<file path="config.mk">
export PLATFORM = sky130hd
export DESIGN_NAME = phase2_forkjoin
export DESIGN_NICKNAME = d
export VERILOG_FILES = /design/src/rtl/phase2_fj_pkg.sv /design/src/rtl/phase2_fj_celem.sv /design/src/rtl/phase2_fj_ctrl.sv /design/src/rtl/phase2_fj_data.sv /design/src/rtl/phase2_forkjoin.sv
export SDC_FILE = /design/constraint.sdc
export NUM_CORES = 1
export LEC_CHECK = 0
export BUFFER_PORTS_ARGS = -buffer_cell sky130_fd_sc_hd__clkbuf_2
export CORE_MARGIN = 5
export CORE_UTILIZATION = 55
export DETAILED_ROUTE_END_ITERATION = 10
export PLACE_DENSITY_LB_ADDON = 0.12
export SLEW_MARGIN = 20
export SYNTH_ARGS = -nofsm -noshare
export SYNTH_HDL_FRONTEND = slang
export SYNTH_SLANG_ARGS = --single-unit
</file>
<file path="constraint.sdc">
create_clock -name clk -period 2.8 [get_ports clk]
set_input_delay 0.14 -clock clk [delete_from_list [all_inputs] [get_ports clk]]
set_output_delay 0.14 -clock clk [all_outputs]
set_load 0.03 [all_outputs]
</file>
<file path="src/rtl/phase2_fj_pkg.sv">
package phase2_fj_pkg;

  // Strobes the control issues to the datapath each cycle.
  typedef struct packed {
    logic load;    // capture both source words this cycle
  } fjStrobe_t;

endpackage

</file>
<file path="src/rtl/phase2_fj_celem.sv">
module phase2_fj_celem #(
  parameter int NUM_IN = 2
) (
  input  logic              clk,
  input  logic              rstN,
  input  logic [NUM_IN-1:0] inVec,
  output logic              outPhase
);

  logic allHigh;
  logic allLow;

  assign allHigh = &inVec;
  assign allLow  = ~|inVec;

  // Completion state: follows the inputs only when they agree.
  always_ff @(posedge clk) begin
    if (!rstN) begin
      outPhase <= 1'b0;
    end else if (allHigh) begin
      outPhase <= 1'b1;
    end else if (allLow) begin
      outPhase <= 1'b0;
    end
  end

  p_hold_split_r2: assert property (@(posedge clk) disable iff (!rstN)
    ((|inVec) && !(&inVec)) |=> $stable(outPhase));

  p_follow_high_r2: assert property (@(posedge clk) disable iff (!rstN)
    (&inVec) |=> outPhase);

  p_follow_low_r2: assert property (@(posedge clk) disable iff (!rstN)
    (~|inVec) |=> !outPhase);

endmodule

</file>
<file path="src/rtl/phase2_fj_ctrl.sv">
module phase2_fj_ctrl
  import phase2_fj_pkg::*;
#(
  parameter int NUM_DST = 2
) (
  input  logic               clk,
  input  logic               rstN,
  input  logic               reqA,
  input  logic               reqB,
  input  logic [NUM_DST-1:0] ackDst,
  output logic               donePhase,
  output fjStrobe_t          strobe
);

  localparam int NUM_SRC = 2;

  logic [NUM_SRC-1:0] srcReqs;
  logic               reqJoin;
  logic               ackMerged;
  logic               stageEmpty;
  logic               newItem;

  assign srcReqs = {reqA, reqB};

  // Join: one request once both producers have toggled.
  phase2_fj_celem #(.NUM_IN(NUM_SRC)) u_joinGate (
    .clk      (clk),
    .rstN     (rstN),
    .inVec    (srcReqs),
    .outPhase (reqJoin)
  );

  // Fork: one acknowledge once every consumer has toggled.
  phase2_fj_celem #(.NUM_IN(NUM_DST)) u_forkGate (
    .clk      (clk),
    .rstN     (rstN),
    .inVec    (ackDst),
    .outPhase (ackMerged)
  );

  // Stage latch enable: open while done and downstream ack agree.
  assign stageEmpty  = ~(donePhase ^ ackMerged);
  assign newItem     = reqJoin ^ donePhase;
  assign strobe.load = stageEmpty & newItem;

  always_ff @(posedge clk) begin
    if (!rstN) begin
      donePhase <= 1'b0;
    end else if (strobe.load) begin
      donePhase <= reqJoin;
    end
  end

  p_wait_all_acks_r7: assert property (@(posedge clk) disable iff (!rstN)
    (ackMerged != donePhase) |=> $stable(donePhase));

  p_wait_both_reqs_r3: assert property (@(posedge clk) disable iff (!rstN)
    (reqJoin == donePhase) |=> $stable(donePhase));

  p_done_tracks_join_r8: assert property (@(posedge clk) disable iff (!rstN)
    strobe.load |=> (donePhase == $past(reqJoin)));

endmodule

</file>
<file path="src/rtl/phase2_fj_data.sv">
module phase2_fj_data
  import phase2_fj_pkg::*;
#(
  parameter int WIDTH_A = 16,
  parameter int WIDTH_B = 16
) (
  input  logic                       clk,
  input  logic                       rstN,
  input  fjStrobe_t                  strobe,
  input  logic [WIDTH_A-1:0]         dataA,
  input  logic [WIDTH_B-1:0]         dataB,
  output logic [WIDTH_A+WIDTH_B-1:0] dataOut
);

  always_ff @(posedge clk) begin
    if (!rstN) begin
      dataOut <= '0;
    end else if (strobe.load) begin
      dataOut <= {dataA, dataB};
    end
  end

  p_word_hold_r7: assert property (@(posedge clk) disable iff (!rstN)
    !strobe.load |=> $stable(dataOut));

  p_word_concat_r4: assert property (@(posedge clk) disable iff (!rstN)
    strobe.load |=> (dataOut == {$past(dataA), $past(dataB)}));

endmodule

</file>
<file path="src/rtl/phase2_forkjoin.sv">
module phase2_forkjoin
  import phase2_fj_pkg::*;
#(
  parameter int WIDTH_A = 16,
  parameter int WIDTH_B = 16,
  parameter int NUM_DST = 2
) (
  input  logic                       clk,
  input  logic                       rstN,
  input  logic                       reqA,
  input  logic [WIDTH_A-1:0]         dataA,
  output logic                       ackA,
  input  logic                       reqB,
  input  logic [WIDTH_B-1:0]         dataB,
  output logic                       ackB,
  output logic [NUM_DST-1:0]         reqDst,
  input  logic [NUM_DST-1:0]         ackDst,
  output logic [WIDTH_A+WIDTH_B-1:0] dataDst
);

  fjStrobe_t stageStrobe;
  logic      donePhase;

  phase2_fj_ctrl #(.NUM_DST(NUM_DST)) u_ctrl (
    .clk       (clk),
    .rstN      (rstN),
    .reqA      (reqA),
    .reqB      (reqB),
    .ackDst    (ackDst),
    .donePhase (donePhase),
    .strobe    (stageStrobe)
  );

  phase2_fj_data #(.WIDTH_A(WIDTH_A), .WIDTH_B(WIDTH_B)) u_data (
    .clk     (clk),
    .rstN    (rstN),
    .strobe  (stageStrobe),
    .dataA   (dataA),
    .dataB   (dataB),
    .dataOut (dataDst)
  );

  // Done phase doubles as the acknowledge to both producers.
  assign ackA = donePhase;
  assign ackB = donePhase;

  // Same request phase to every consumer.
  for (genvar d = 0; d < NUM_DST; d++) begin : g_fork
    assign reqDst[d] = donePhase;
  end

  p_ack_moves_with_word_r5: assert property (@(posedge clk) disable iff (!rstN)
    (ackA != $past(ackA)) |-> (dataDst == {$past(dataA), $past(dataB)}));

endmodule

</file>
# Word level (Yosys, flattened, before mapping)
# Cells that the tools add are included.
[classes]
reduce_logical = 4
mux = 4
n_bitwise = 4
eq_ne = 2
[ops]
columns = ["operator", "n"]
rows = [
  ["1-bit 2-to-1 mux", 4],
  ["2-bit inequality test (second input constant)", 2],
  ["2-bit AND reduction", 2],
  ["2-bit OR reduction", 2],
  ["1-bit XOR", 2],
  ["1-bit AND", 1],
  ["1-bit NOT", 1],
]
[totals]
ff_bits = 35
out_inout_bits = 36
in_bits = 38
word_cells = 18

# Longest topological paths before layout
# Gate-level depths: netlist of the first run.
[depth]
word_depth = 3
ltp_mapped = 6
depth_no_buf = 3

# By module
# Synthesis of the first run repeated with hierarchy kept, for this count alone.
[hier_totals]
cells_unflattened = 122
hier_area_um2 = 1436.4
[modules_own_cells]
columns = ["mod", "cells_each", "n_inst", "seq_area_each_um2", "area_per_inst_um2"]
rows = [
  ["phase2_fj_data", 103, 1, 640.6, 1243.7],
  ["phase2_fj_celem", 4, 2, 20.0, 48.8],
  ["phase2_fj_ctrl", 8, 1, 20.0, 72.6],
  ["phase2_forkjoin", 3, 1, 0.0, 22.5],
]

# Worst setup path after synthesis of the first run
# No wires, ideal clock.
[synth_path]
path_type = "register -> register"
start = "register u_ctrl.donePhase"
end = "register u_data.dataOut[16]"
slack_ns = 1.402
path_buffers = 2
t_required_ns = 2.667
setup_time_ns = 0.133
path_stages_with_launch = 6
period_less_slack_ns = 1.398
arrival_time_ns = 1.265
path_cell_list = "dfxtp_1 -> buf_6 -> buf_6 -> and4bb_1 -> a31oi_1 -> a31oi_1"
[synth_between]
elab_chain_len = 3
word_cells_on_any_way = 4
cone_classes = "4 x bitwise"
[synth_lines]
columns = ["element", "line", "source"]
rows = [
  ["start: declaration", "phase2_fj_ctrl.sv:11", "output logic donePhase,"],
  ["start signal: assignment", "phase2_fj_ctrl.sv:50", "donePhase <= reqJoin;"],
  ["1-bit XOR", "phase2_fj_ctrl.sv:42", "assign stageEmpty = ~(donePhase ^ ackMerged);"],
  ["1-bit NOT", "phase2_fj_ctrl.sv:42", ""],
  ["1-bit AND *", "phase2_fj_ctrl.sv:44", "assign strobe.load = stageEmpty & newItem;"],
  ["end signal: assignment", "phase2_fj_data.sv:19", "dataOut <= {dataA, dataB};"],
  ["end: declaration", "phase2_fj_data.sv:12", "output logic [WIDTH_A+WIDTH_B-1:0] dataOut"],
]
# Mark *: on every way between the ends. The rest lies on a longest branch, timed or not.
# A chain may end at the register's enable or synchronous reset.

# Worst setup path in the final report of the first run
[layout_path]
start = "register u_ctrl.donePhase"
end = "output port reqDst[0]"
[layout_lines]
columns = ["element", "line", "source"]
rows = [
  ["end: declaration", "phase2_forkjoin.sv:16", "output logic [NUM_DST-1:0] reqDst,"],
]
# No word-level cell between the ends.

==> results of run 1 <==
==> flip-flops by register name (all words and copies together) (netlist names) <==
register	cells
u_ctrl.donePhase	1
u_ctrl.u_forkGate.outPhase	1
u_data.dataOut	32
u_ctrl.u_joinGate.outPhase	1
==> Yosys cell counts (all sizes together) <==
| cell | n | share of area |
|---|---|---|
| nor2 | 2 | 0.0027 |
| clkbuf | 12 | 0.020 |
| nor3b | 1 | 0.0027 |
| and3b | 32 | 0.10 |
| buf | 34 | 0.099 |
| nor2b | 32 | 0.073 |
| nand3b | 32 | 0.088 |
| a31oi | 63 | 0.14 |
| clkinv | 1 | 0.0014 |
| and2 | 1 | 0.0023 |
| dfxtp | 35 | 0.26 |
| and4bb | 14 | 0.064 |
| inv | 1 | 0.0014 |
| mux2i | 2 | 0.0073 |
| o21ai | 34 | 0.062 |
| ha | 2 | 0.0091 |
| a21oi | 1 | 0.0018 |
| nor4bb | 17 | 0.062 |
| nand2b | 1 | 0.0023 |
==> power by group through the flow <==
stage	combinational (mW)	clock [mW]	sequential [mW]
final	0.240	0.483	0.566
after global routing	0.262	0.509	0.573
after CTS	0.241	0.494	0.565
after detailed placement	0.239	0	0.576
after global placement	0.236	0	0.575
after floorplan	0.180	0	0.585
==> layer usage <==
metal / global-route usage / vias to the layer above
met3: 0.04260 / 6
met1: 0.2476 / 1161
met4: 0.08108 / 0
li1: - / 1292
met5: 0 / -
met2: 0.3253 / 50
==> per-stage QoR <==
stage	utilization	hold slack (ns)	cell area (sq um)	instances
5_1_grt	0.6382	0.2468	3054	426
6_report	0.6382	0.2130	3054	426
3_5_place_dp	0.6136	0.5261	2937	418
2_1_floorplan	-	0.3295	2741	317
4_1_cts	0.6382	0.2093	3054	426
3_3_place_gp	0.6136	0.5082	2937	418
==> worst min-delay path by stage <==
| stage | from | end | cells past startpoint | slack, ns |
|---|---|---|---|---|
| 3_5_place_dp | u_data.dataOut[18] | u_data.dataOut[18] | 2 | 0.53 |
| 3_3_place_gp | ackDst[1] | u_ctrl.u_forkGate.outPhase | 4 | 0.51 |
| 5_1_grt | reqB | u_ctrl.u_joinGate.outPhase | 4 | 0.25 |
| 4_1_cts | ackDst[1] | u_ctrl.u_forkGate.outPhase | 4 | 0.21 |
| 2_1_floorplan | rstN | u_data.dataOut[21] | 2 | 0.33 |
| 6_report | ackDst[1] | u_ctrl.u_forkGate.outPhase | 4 | 0.21 |
==> cell families (layout without fill, tap and decap cells) <==
kind of cell               Yosys count  after routing  share of synthesized area
DFF                                 35             35                     0.2556
muxes                                2              2                   0.007303
adders and majority gates            2              2                   0.009127
AOI/OAI and AO/OA                   98             98                     0.2077
and+or+nand+nor                    132            132                     0.3989
buffers and inverters               48             90                     0.1214
==> final cells by class <==
type | count | area, sq um | share of cell area
timing repair buffer | 80 | 430.4 | 0.1409
sequential | 35 | 706.9 | 0.2315
clock inverter | 2 | 35.03 | 0.01147
multi-input combinational | 234 | 1708 | 0.5592
inverter | 2 | 7.507 | 0.002458
tap | 67 | 83.83 | 0.02745
clock buffer | 6 | 82.58 | 0.02704
==> worst max-delay path: cells and delay by family (launching register included) <==
family / cells / cell delay, ns
flops: 1 / 0.78
buf+inv: 2 / 0.59
==> impl.org, run 1 <==
** Worst setup path
- CP peak stage delay :: 0.78 ns
- Count of cells along the worst register-to-register path :: 4
- Data on the critical path arrives at its endpoint at 1.68 ns.
- In this run the register-to-register setup slack is 1.05 ns.
- Critical-path maximum fanout :: 83
- The startpoint identified for the worst register-to-register timing path is u_ctrl.u_joinGate.outPhase.
- The worst setup path is of the flop to output pin kind.
- Chain of cells forming the critical path :: buf_4 > clkbuf_2
- Slowest cell on crit path :: dfxtp_4
- STA puts the critical path data required time at 2.66 ns.
- Worst setup endpoint :: reqDst[0]
- STA classifies the critical path startpoint as a flop.
- R2R Path End :: u_data.dataOut[2]
- Tracing the worst setup path back leads to its startpoint at u_ctrl.donePhase.
- STA classifies the critical path endpoint as an output pin.

** Routing
- After detailed routing, the number of vias per cell comes to 5.890.
- Routed wl met3 :: 327 um
- DRT antenna net count :: 0
- For this run, the detailed router's first-pass iteration total came to 4.
- Routed signal wires occupy layers up through met4.
- Routed vias :: 2,509
- Wires add up to 6195 um.
- DRC viols :: 0
- The first routing iteration left 161 violations.
- Routed len/inst :: 14.54 um
- Met1 Wirelength :: 2886 um
- Met2 WL :: 2932 um

** Clock network
- The number of hold buffers added after CTS was 0.
- The clock passes through at most 2 buffers.
- TritonCTS built the clock tree.
- The number of clock buffers added by TritonCTS is 5.
- Clk slew on worst S/H paths :: 0.08 ns
- Later-pin clock latency in the skew report :: 0.29 ns
- Buffer count from post-CTS setup fixing :: 0
- Number of sinks driven by the clock tree :: 35
- Post-CTS resize count :: 0
- Root cell of the clock tree :: clkbuf_8
- CTS built an H-tree with a depth of 2.

** Yosys
- YS warnings :: 0
- Synthesis produced a netlist with a net count of 357.
- Cell area after technology mapping :: 0.002741 sq mm
- The average instance in the mapped netlist occupies 8.648 sq um.
- The share of the Yosys chip area taken by registers is 0.2556.
- After synthesis the netlist holds a flip-flop and latch count of 35.
- Synthesis produced 317 cells.
- Counting distinct cell types in the post-synthesis netlist gives 25.

** Cells and area
- Highest-count cells in the layout ignoring fill and taps :: clkbuf_2 (73), a31oi_1 (63)
- Fraction of final layout cells sized beyond drive strength 1 :: 0.2535
- After filler insertion, the fill cell instance count of the layout stands at 453.
- Leading cell type in the layout, fill and taps excluded :: clkbuf_2
- The net count of the finished layout is 398.
- Synth-to-Final Area Change :: 11.41%
- The repair_antennas step left the layout with diodes totalling 0.

** Global route
- The number of antenna violations at the first check in global routing was 0.
- After global routing the overflow that remains totals 0.
- Global-route wire length before repair :: 10,220 um
- The number of global-route vias before repair came to 2,284.
- Pin count of the biggest net entering global routing :: 84
- In the global route stage, overall resource usage came out at 0.1974.

** STA
- Fin. Hold Viols :: 0
- The max-slew violation count came to 0.
- Across all setup checks in the final design, the least slack found is 0.9767 ns.
- Setup violations remaining at the end of the flow were counted as 0.
- Final period demand of the worst path :: 1.823 ns
- The worst pin sits at a relative slew slack of 0.3239.
- On the final layout, the worst clock skew is 0.006760 ns.
- Transition time at the pin with the least slew margin :: 1.008 ns
- Summed over all failing endpoints, the final setup total negative slack is 0 ns.
- RSZ-0062 raised after global routing :: false
- Share of the cycle needed by the critical path after routing :: 0.6512
- Derived from the worst setup path, the maximum achievable clock frequency is 548.5 MHz.

** Floorplanning
- Area enclosed by the die boundary :: 0.006496 sq mm
- After floorplanning, the core was sized to cover 0.004786 sq mm.
- Initial Utilization :: 0.5728
- Measured along the x axis, the die boundary spans 80.60 um.
- Die height :: 80.60 um
- Count of boundary I/O pins :: 74
- The initialized floorplan defines 25 standard-cell rows.

** Pwr
- The share of total power dissipated in sequential elements is 0.439.
- Internal power comes to 0.9153 mW.
- Power per cell area :: 421.7 mW/mm^2
- Of the total power, the clock network draws 0.375.
- Net switching power of the design :: 0.3727 mW
- Switch share :: 0.2894
- Maximum ir drop on the vdd rail :: 258.5 uV
- Relative contribution of combinational cells to total power :: 0.186
- The analysis attributes to cell leakage a power of 1.309 nW.
- Final total power :: 1.288 mW

** Placement
- In this run the tool buffered the top-level ports with 73 buffer cells.
- The HPWL after detailed placement is 3864 um.
- Timing analysis after detailed placement gives a worst setup slack of 1.080 ns.
- The congestion estimate from routability-driven global placement came to 0.7169.

** Flow run
- Across the run, the number of max-cap violations was 0.

** Outcome
- The run finished with clean final reports.

** Min path
- Worst min path class :: input pin to flop
Note: power is estimated with default switching activity, not from simulation.
==> run 2, diff against run 1 <==
--- a/config.mk
+++ b/config.mk
@@ -7,7 +7,7 @@
 export LEC_CHECK = 0
 export BUFFER_PORTS_ARGS = -buffer_cell sky130_fd_sc_hd__clkbuf_2
 export CORE_MARGIN = 5
-export CORE_UTILIZATION = 55
+export CORE_UTILIZATION = 53
 export DETAILED_ROUTE_END_ITERATION = 10
 export PLACE_DENSITY_LB_ADDON = 0.12
 export SLEW_MARGIN = 20
==> constraint.sdc (replaced) <==
create_clock -name clk -period 1.8 [get_ports clk]
set_input_delay 0.09 -clock clk [delete_from_list [all_inputs] [get_ports clk]]
set_output_delay 0.09 -clock clk [all_outputs]
set_load 0.03 [all_outputs]
==> run 2 against run 1 <==
  * Final cell count increased by 2.3%
  * Clock power up 17%
  * Via count up 1.6%
  * Sequential share of layout area fell by 0.24 points
  * Wire length grew 0.42%
  * Worst setup slack lost 0.61 ns
  * Final area grew 1.1%
  * Register-to-register slack worse by 0.68 ns
  * Hold slack got worse by 0.035 ns
  * Utilization down 3.0 points
  * Highest routed layer unchanged
==> impl.org, run 2 (synthesis gave the netlist of run 1 again) <==
** Outcome
- The run finished with clean final reports.

** Floorplanning
- The die covers 0.006711 sq mm.
- Area inside the core boundary :: 0.005075 sq mm
- For this configuration, the core starts out at a cell density of 0.5402.
- Count of boundary I/O pins :: 74
- The die is 81.92 um wide.
- Die height :: 81.92 um
- # rows :: 26

** Clock network
- The clock drives 35 sinks.
- Buffer count from post-CTS setup fixing :: 0
- Gates resized during post-CTS repair numbered 0.
- The H-tree was split into 2 levels.
- Later-pin clock latency in the skew report :: 0.29 ns
- Root cell of the clock tree :: clkbuf_8
- For this design, the CTS-stage hold fixing added 0 buffers.
- Clk slew on worst S/H paths :: 0.07 ns
- CTS Buf Count :: 5
- Clock tree buffer depth :: 2
- TritonCTS built the clock tree.

** Worst setup path
- Traced cell by cell, the critical path runs through buf_4 > nor4bb_1 > a31oi_1 > a31oi_1.
- STA classifies the critical path startpoint as a flop.
- Critical-path maximum fanout :: 32
- Critical path capture point type :: flop
- CP peak stage delay :: 0.47 ns
- Number of buffers and inverters on the critical path :: 1
- Worst path arrival time :: 1.63 ns
- Count of cells along the worst register-to-register path :: 4
- By instance count, the cell type seen most on the critical path is a31oi_1.
- At the worst endpoint, the required time is 2.00 ns.
- The setup path with the least slack is of type flop to flop.
- Slowest cell on crit path :: dfxtp_2
- Worst R2R Start :: u_ctrl.u_joinGate.outPhase
- R2R Path End :: u_data.dataOut[25]
- Minimum setup slack among reg-to-reg paths :: 0.37 ns
- Among cell families on the critical path, the largest total delay comes from flip-flops.

** Routing
- Detailed router's first-iteration violation count :: 124
- Pre-antenna DRT Iters :: 4
- Dividing the detail-routed wire length by the instance count gives 14.27 um.
- In the routed layout, each cell is associated on average with a via count of 5.844.
- Routed vias :: 2,548
- The count of nets left with antenna violations once routing finished came out at 0.
- In the routed design, unresolved DRC markers number 0.
- After detailed routing, the total wire length is 6221 um.

** STA
- Setup violations remaining at the end of the flow were counted as 0.
- Setup repair after global routing left no endpoint under its margin.
- Based on the critical path, the design can be clocked at up to 699.2 MHz.
- Final max-slew violation count :: 0
- Transition time at the pin with the least slew margin :: 0.7051 ns
- The worst path needs 1.430 ns of the cycle, external delays included.
- Measured against its own limit, the worst slew margin works out to 0.5270.
- Summed over all failing endpoints, the final setup total negative slack is 0 ns.
- Max Clock Skew :: 0.003676 ns
- The count of final hold-check violations is 0.
- Dividing the final minimum period by the clock period gives 0.7945.

** Global route
- Total congestion overflow :: 0
- Entering global routing, the biggest net connects 45 pins.
- The number of antenna violations at the first check in global routing was 0.
- All-layer global routing usage :: 0.1839
- Number of global-route vias before repair :: 2,181
- Global-route wire length before repair :: 9949 um

** Cells and area
- The register with the most flip-flops in the final layout is u_data.dataOut.
- From synthesis to final layout, the design area changed by 12.60%.
- Leaving out fill and tap cells, the most frequent cells in the layout are clkbuf_2 (73), a31oi_1 (63).
- In the final layout, the share of cells above drive strength 1 is 0.2623.
- Number of diodes :: 0
- The library cell used most frequently in the layout, excluding fill and tap cells, is clkbuf_2.
- After filler insertion, the fill cell instance count of the layout stands at 465.
- At the end of the flow, the number of nets in the layout was 405.
- Number of flip-flops in the largest register :: 32
- Non-filler instance count after layout :: 436

** Min path
- The worst hold path was traced through 4 stages.
- The worst hold path begins at ackDst[1].
- The path class of the tightest hold or removal check is input pin to flop.
- The worst hold path terminates at u_ctrl.u_forkGate.outPhase.

** Placement
- Count of port buffers added during placement :: 73
- Once placement completed, the tool counted placed cells totaling 428.
- The wire-length estimate of the detail-placed layout is 4253 um.
- Routability-driven placement finished with a final weighted congestion of 0.6833.

** Flow run
- Reported max-cap violation count :: 0

** Pwr
- Power per cell area :: 593.3 mW/mm^2
- In this run the static leakage power is 1.328 nW.
- IR analysis of the VDD net gives a maximum drop of 319.4 uV.
==> run 2: how the worst max path moves through the flow <==
stage,slack [ns],start,depth (start not counted),to
2_1_floorplan,0.40,u_ctrl.donePhase,5,u_data.dataOut[16]
3_3_place_gp,0.46,u_ctrl.donePhase,4,u_data.dataOut[15]
3_5_place_dp,0.41,u_ctrl.u_joinGate.outPhase,4,u_data.dataOut[27]
4_1_cts,0.36,u_ctrl.u_joinGate.outPhase,4,u_data.dataOut[25]
5_1_grt,0.23,u_ctrl.u_joinGate.outPhase,4,u_data.dataOut[25]
6_report,0.37,u_ctrl.u_joinGate.outPhase,4,u_data.dataOut[25]
==> run 2: worst min-delay path, stage by stage <==
cell	delay, ns
clkbuf_2	0.08
ha_1	0.13
mux2i_1	0.06
nor2_1	0.07
==> run 2: metrics by stage <==
step	util	power [mW]	setup slack [ns]	hold WS (ns)	instance area (sq um)
2_1_floorplan	-	1.190	0.4024	0.2795	2741
3_5_place_dp	0.5922	1.286	0.4088	0.4819	3005
4_1_cts	0.6082	1.845	0.3585	0.1793	3087
5_1_grt	0.6082	1.919	0.2306	0.1990	3087
3_3_place_gp	0.5922	1.277	0.4638	0.4838	3005
6_report	0.6082	1.831	0.3699	0.1775	3087
==> run 2: metal layers <==
metal,GRT usage,share of wire
met1,0.2457,0.49
met4,0.06478,0.015
met5,0,0
met3,0.03399,0.050
met2,0.2948,0.45
==> run 2: layout make-up <==
class / count / area [sq um] / area share
clock buffers: 7 / 76.32 / 0.02473
clock inverters: 1 / 5.005 / 0.001621
inverters: 2 / 7.507 / 0.002432
multi-input cells: 234 / 1708 / 0.5533
flip-flops and latches: 35 / 706.9 / 0.2290
well taps: 70 / 87.58 / 0.02837
repair buffers: 87 / 495.5 / 0.1605
==> run 2: power breakdown <==
group | internal, mW | switching [mW] | leakage, nW
clock | 0.272 | 0.293 | 0.0422
sequential | 0.807 | 0.0437 | 0.285
combinational | 0.180 | 0.236 | 1.00
==> run 3, diff against run 2 <==
--- a/config.mk
+++ b/config.mk
@@ -5,9 +5,10 @@
 export SDC_FILE = /design/constraint.sdc
 export NUM_CORES = 1
 export LEC_CHECK = 0
+export ABC_AREA = 1
 export BUFFER_PORTS_ARGS = -buffer_cell sky130_fd_sc_hd__clkbuf_2
 export CORE_MARGIN = 5
-export CORE_UTILIZATION = 53
+export CORE_UTILIZATION = 46
 export DETAILED_ROUTE_END_ITERATION = 10
 export PLACE_DENSITY_LB_ADDON = 0.12
 export SLEW_MARGIN = 20
==> constraint.sdc (replaced) <==
create_clock -name clk -period 1.4 [get_ports clk]
set_input_delay 0.07 -clock clk [delete_from_list [all_inputs] [get_ports clk]]
set_output_delay 0.07 -clock clk [all_outputs]
set_load 0.03 [all_outputs]
==> run 3 against run 2 <==
  * Die area shrank 29%
  * Register-to-register slack got worse by 0.08 ns
  * Final area down 35%
  * Clock skew increased by 0.0019 ns
  * Via count fell by 40%
  * Final cell count is 22% lower
  * Sequential cell count unchanged
  * Maximum frequency rose by 28%
  * Sequential power rose by 42%
  * Global-route usage down 2.0 points
  * Clock power down 7.8%
  * Total power increased by 46%
  * Critical path type unchanged
==> impl.org, run 3 <==
** Outcome
- The run finished with clean final reports.

** Yosys
- After synthesis, the cell types taking the most area are dfxtp_1 (44%), a21oi_1 (11%), nand3_1 (10%), nand2_1 (8.2%), inv_1 (8.0%).
- YS warnings :: 0
- Averaged over all synthesized cells, the footprint is 6.972 sq um.
- Synthesis inferred 35 register bits.
- Of the post-synthesis cell area, the dominant cell type holds 0.4389.
- Cells after Synth :: 229
- Cell area after technology mapping :: 0.001597 sq mm
- After synthesis, the most frequently instantiated cells are dfxtp_1 (35), nand2_1 (35), a21oi_1 (34), inv_1 (34).
- EDFF count, synth :: 0
- Synth unique cells :: 15
- For this run, the register share of the synthesized area comes to 0.4389.
- Post-synthesis async set-or-reset flop share :: 0
- The biggest area contributor in the post-synthesis netlist is dfxtp_1.
- Predominant post-synthesis flop cell :: dfxtp_1
- The number of nets in the synthesized netlist is 269.

** Placement
- Post-DP HPWL :: 2427 um
- Final estimated routing congestion in global placement :: 0.6741
- Minimum setup slack after placement :: 0.2910 ns
- Instance area after placement :: 0.001962 sq mm
- Once placement completed, the tool counted placed cells totaling 333.
- In this run the tool buffered the top-level ports with 73 buffer cells.

** Clock network
- After clock tree synthesis, the clock-pin slew on the worst setup and hold paths is 0.10 ns.
- Root cell of the clock tree :: clkbuf_4
- TritonCTS built the clock tree.
- Buffers added to address setup during post-CTS repair amount to 0.
- CTS Buf Count :: 5
- Number of sinks driven by the clock tree :: 35
- The number of hold buffers added after CTS was 0.
- The clock tree synthesis step divided the H-tree into 2 levels.
- Post-CTS resize count :: 0
- Clock tree buffer depth :: 2
- Later-pin clock latency in the skew report :: 0.33 ns

** Global route
- Summed over all layers, the global routing overflow is 0.
- Antenna violations before repair :: 0
- Entering global routing, the biggest net connects 53 pins.
- The first global-routing pass estimated 5816 um of wire.
- All-layer global routing usage :: 0.1641
- The number of global-route vias before repair was 1,410.

** Pwr
- Of the total power, combinational logic draws 0.352.
- Total leakage power :: 1.129 nW
- Dividing total power by cell area gives a power density of 1329 mW/mm^2.
- Of the total power, registers draw 0.453.
- Maximum ir drop on the vdd rail :: 771.2 uV
- Of the total power, the clock network draws 0.195.
- Of the total power, the share spent switching nets is 0.3812.
- Net switching power of the design :: 1.019 mW
- Internal portion of total power :: 1.654 mW

** Cells and area
- The count of cells in the finished layout, fillers not included, comes to 341.
- In the final layout, the share of cells above drive strength 1 is 0.2949.
- 0 antenna diodes ended up in the layout.
- The register with the most flip-flops in the layout has 32 of them.
- The library cell used most frequently in the layout, excluding fill and tap cells, is clkbuf_2.
- Once layout is done, the placed cells without fillers occupy 0.002012 sq mm.
- In the layout the commonest cells are clkbuf_2 (73), dfxtp_1 (35), nand2_1 (34), inv_1 (34), a21oi_1 (34).
- Ranked by flip-flop count, first place goes to u_data.dataOut.
- After the last flow step, the layout net total stands at 334.
- Synth-to-Final Area Change :: 26.02%

** Worst setup path
- The signal on the critical path passes through inv_1 > nand2_2 > buf_12 > nand3_1 > nand2_1 > nor2_1.
- At the worst endpoint, the arrival time is 1.35 ns.
- STA classifies the critical path endpoint as a flop.
- Slowest cell on crit path :: dfxtp_1
- Worst setup path category :: flop to flop
- The worst setup path is launched from a flop.
- The worst register-to-register path begins at u_ctrl.donePhase.
- Required time of the critical path :: 1.63 ns
- In this run the critical register-to-register path is captured at u_data.dataOut[3].
- Critical path's top delay family :: flip-flops
- On the worst path, the slowest cell contributes a delay of 0.42 ns.
- The setup check on the worst reg-to-reg path leaves a slack of 0.29 ns.
- The number of buffers and inverters on the critical path is 2.
- Count of cells along the worst register-to-register path :: 6
- Critical-path maximum fanout :: 35

** Routing
- Final wirelength :: 3491 um
- Pre-antenna DRT Iters :: 4
- In the routed design, unresolved DRC markers number 0.
- The detailed router finished its first iteration with 37 violations.
- Dividing the detail-routed wire length by the instance count gives 10.24 um.
- Once detail routing completed, the nets flagged for antenna violations numbered 0.
- Routed vias :: 1,526
- Number of vias per cell after detailed routing :: 4.475

** STA
- Setup repair after global routing left no endpoint under its margin.
- For the final routed database, the setup TNS stands at 0 ns.
- Worst path setup slack after routing :: 0.2855 ns
- FMAX :: 897.3 MHz
- Hold is met by 0.02998 ns.
- The max-slew violation count is 0.
- The clock period could shrink to 1.115 ns.
- The count of final hold-check violations was 0.
- At the pin with the least slew margin, the transition time is 0.5635 ns.
- Number of setup violations in the final report :: 0
- Headroom to the max-slew limit :: 0.6244
- Max Clock Skew :: 0.005607 ns
- Of the available clock period, the critical path in the final layout requires 0.7961.

** Floorplanning
- # rows :: 21
- Count of boundary I/O pins :: 74
- The floorplan step defined a core boundary enclosing 0.003337 sq mm.
- Initial Utilization :: 0.4784
- X dimension of the die :: 68.91 um
- The die covers 0.004749 sq mm.
- Measured along the y axis, the die boundary spans 68.91 um.

** Min path
- The path with the worst hold slack has its endpoint at u_data.dataOut[27].
- In this run the worst hold path is classified as input pin to flop.
- The startpoint identified for the worst hold timing path is dataA[11].
- Worst Hold Path Cells :: 5

** Flow run
- Max-cap violations in this run came to 0.
-- run 3: cell types whose count changed after synthesis, moves of 17 or more --
cell and change:
and3b_1 -32, nand3_1 +32, inv_1 +33, o21ai_1 -30
nor4bb_1 -17, a21oi_1 +33, nand3b_1 -32, nor2_1 +30
nand2_1 +35, a31oi_1 -63, nor2b_1 -32
-- run 3: worst max-delay path by stage --
stage / endpoint / cells after the start / slack (ns) / startpoint
2_1_floorplan: u_data.dataOut[0] / 7 / 0.17 / u_ctrl.donePhase
3_3_place_gp: u_data.dataOut[27] / 6 / 0.32 / u_ctrl.donePhase
6_report: u_data.dataOut[3] / 6 / 0.29 / u_ctrl.donePhase
5_1_grt: u_data.dataOut[2] / 6 / 0.11 / u_ctrl.donePhase
4_1_cts: u_data.dataOut[28] / 6 / 0.28 / u_ctrl.donePhase
3_5_place_dp: u_data.dataOut[28] / 6 / 0.29 / u_ctrl.donePhase
-- run 3: logic make-up (layout without fill, tap and decap cells) --
logic type / count (synthesis) / in the layout / share of synthesized area
simple gates: 101 / 101 / 0.2657
flops: 35 / 35 / 0.4389
fa+ha+maj: 2 / 2 / 0.01567
compound gates: 36 / 36 / 0.1129
buf+inv: 55 / 121 / 0.1669
-- run 3: metal layers --
layer / part of all wire / GRT usage / vias to the layer above
met5: 0 / 0 / -
met4: 0.020 / 0.07299 / 0
met3: 0.087 / 0.05186 / 8
met2: 0.44 / 0.2607 / 46
met1: 0.45 / 0.2028 / 632
li1: - / - / 840
-- run 3: tightest hold or removal path: cells and delay by family --
kind | cells | cell delay (ns)
AND/OR/NAND/NOR | 3 | 0.14
buffers and inverters | 2 | 0.12
-- run 3: power groups by stage --
stage	Clock (mW)	Combinational, mW	Sequential (mW)
2_1_floorplan	0	0.445	1.50
3_3_place_gp	0	0.943	1.23
3_5_place_dp	0	0.952	1.23
4_1_cts	0.538	0.952	1.21
5_1_grt	0.572	1.06	1.23
6_report	0.520	0.942	1.21
-- run 3: metrics by stage --
| stage | utilization | power (mW) |
|---|---|---|
| floorplan | - | 1.941 |
| global placement | 0.5879 | 2.176 |
| detailed placement | 0.5879 | 2.186 |
| CTS | 0.6029 | 2.703 |
| global route | 0.6029 | 2.861 |
| finish | 0.6029 | 2.673 |
-- run 3: layout make-up --
cell class | instances | area (sq um)
Clock buffer | 7 | 45.04
Clock inverter | 1 | 5.005
Fill cell | 337 | 1325
Inverter | 35 | 131.4
Multi-Input combinational cell | 139 | 631.9
Sequential cell | 35 | 700.7
Tap cell | 46 | 57.56
Timing Repair Buffer | 78 | 440.4
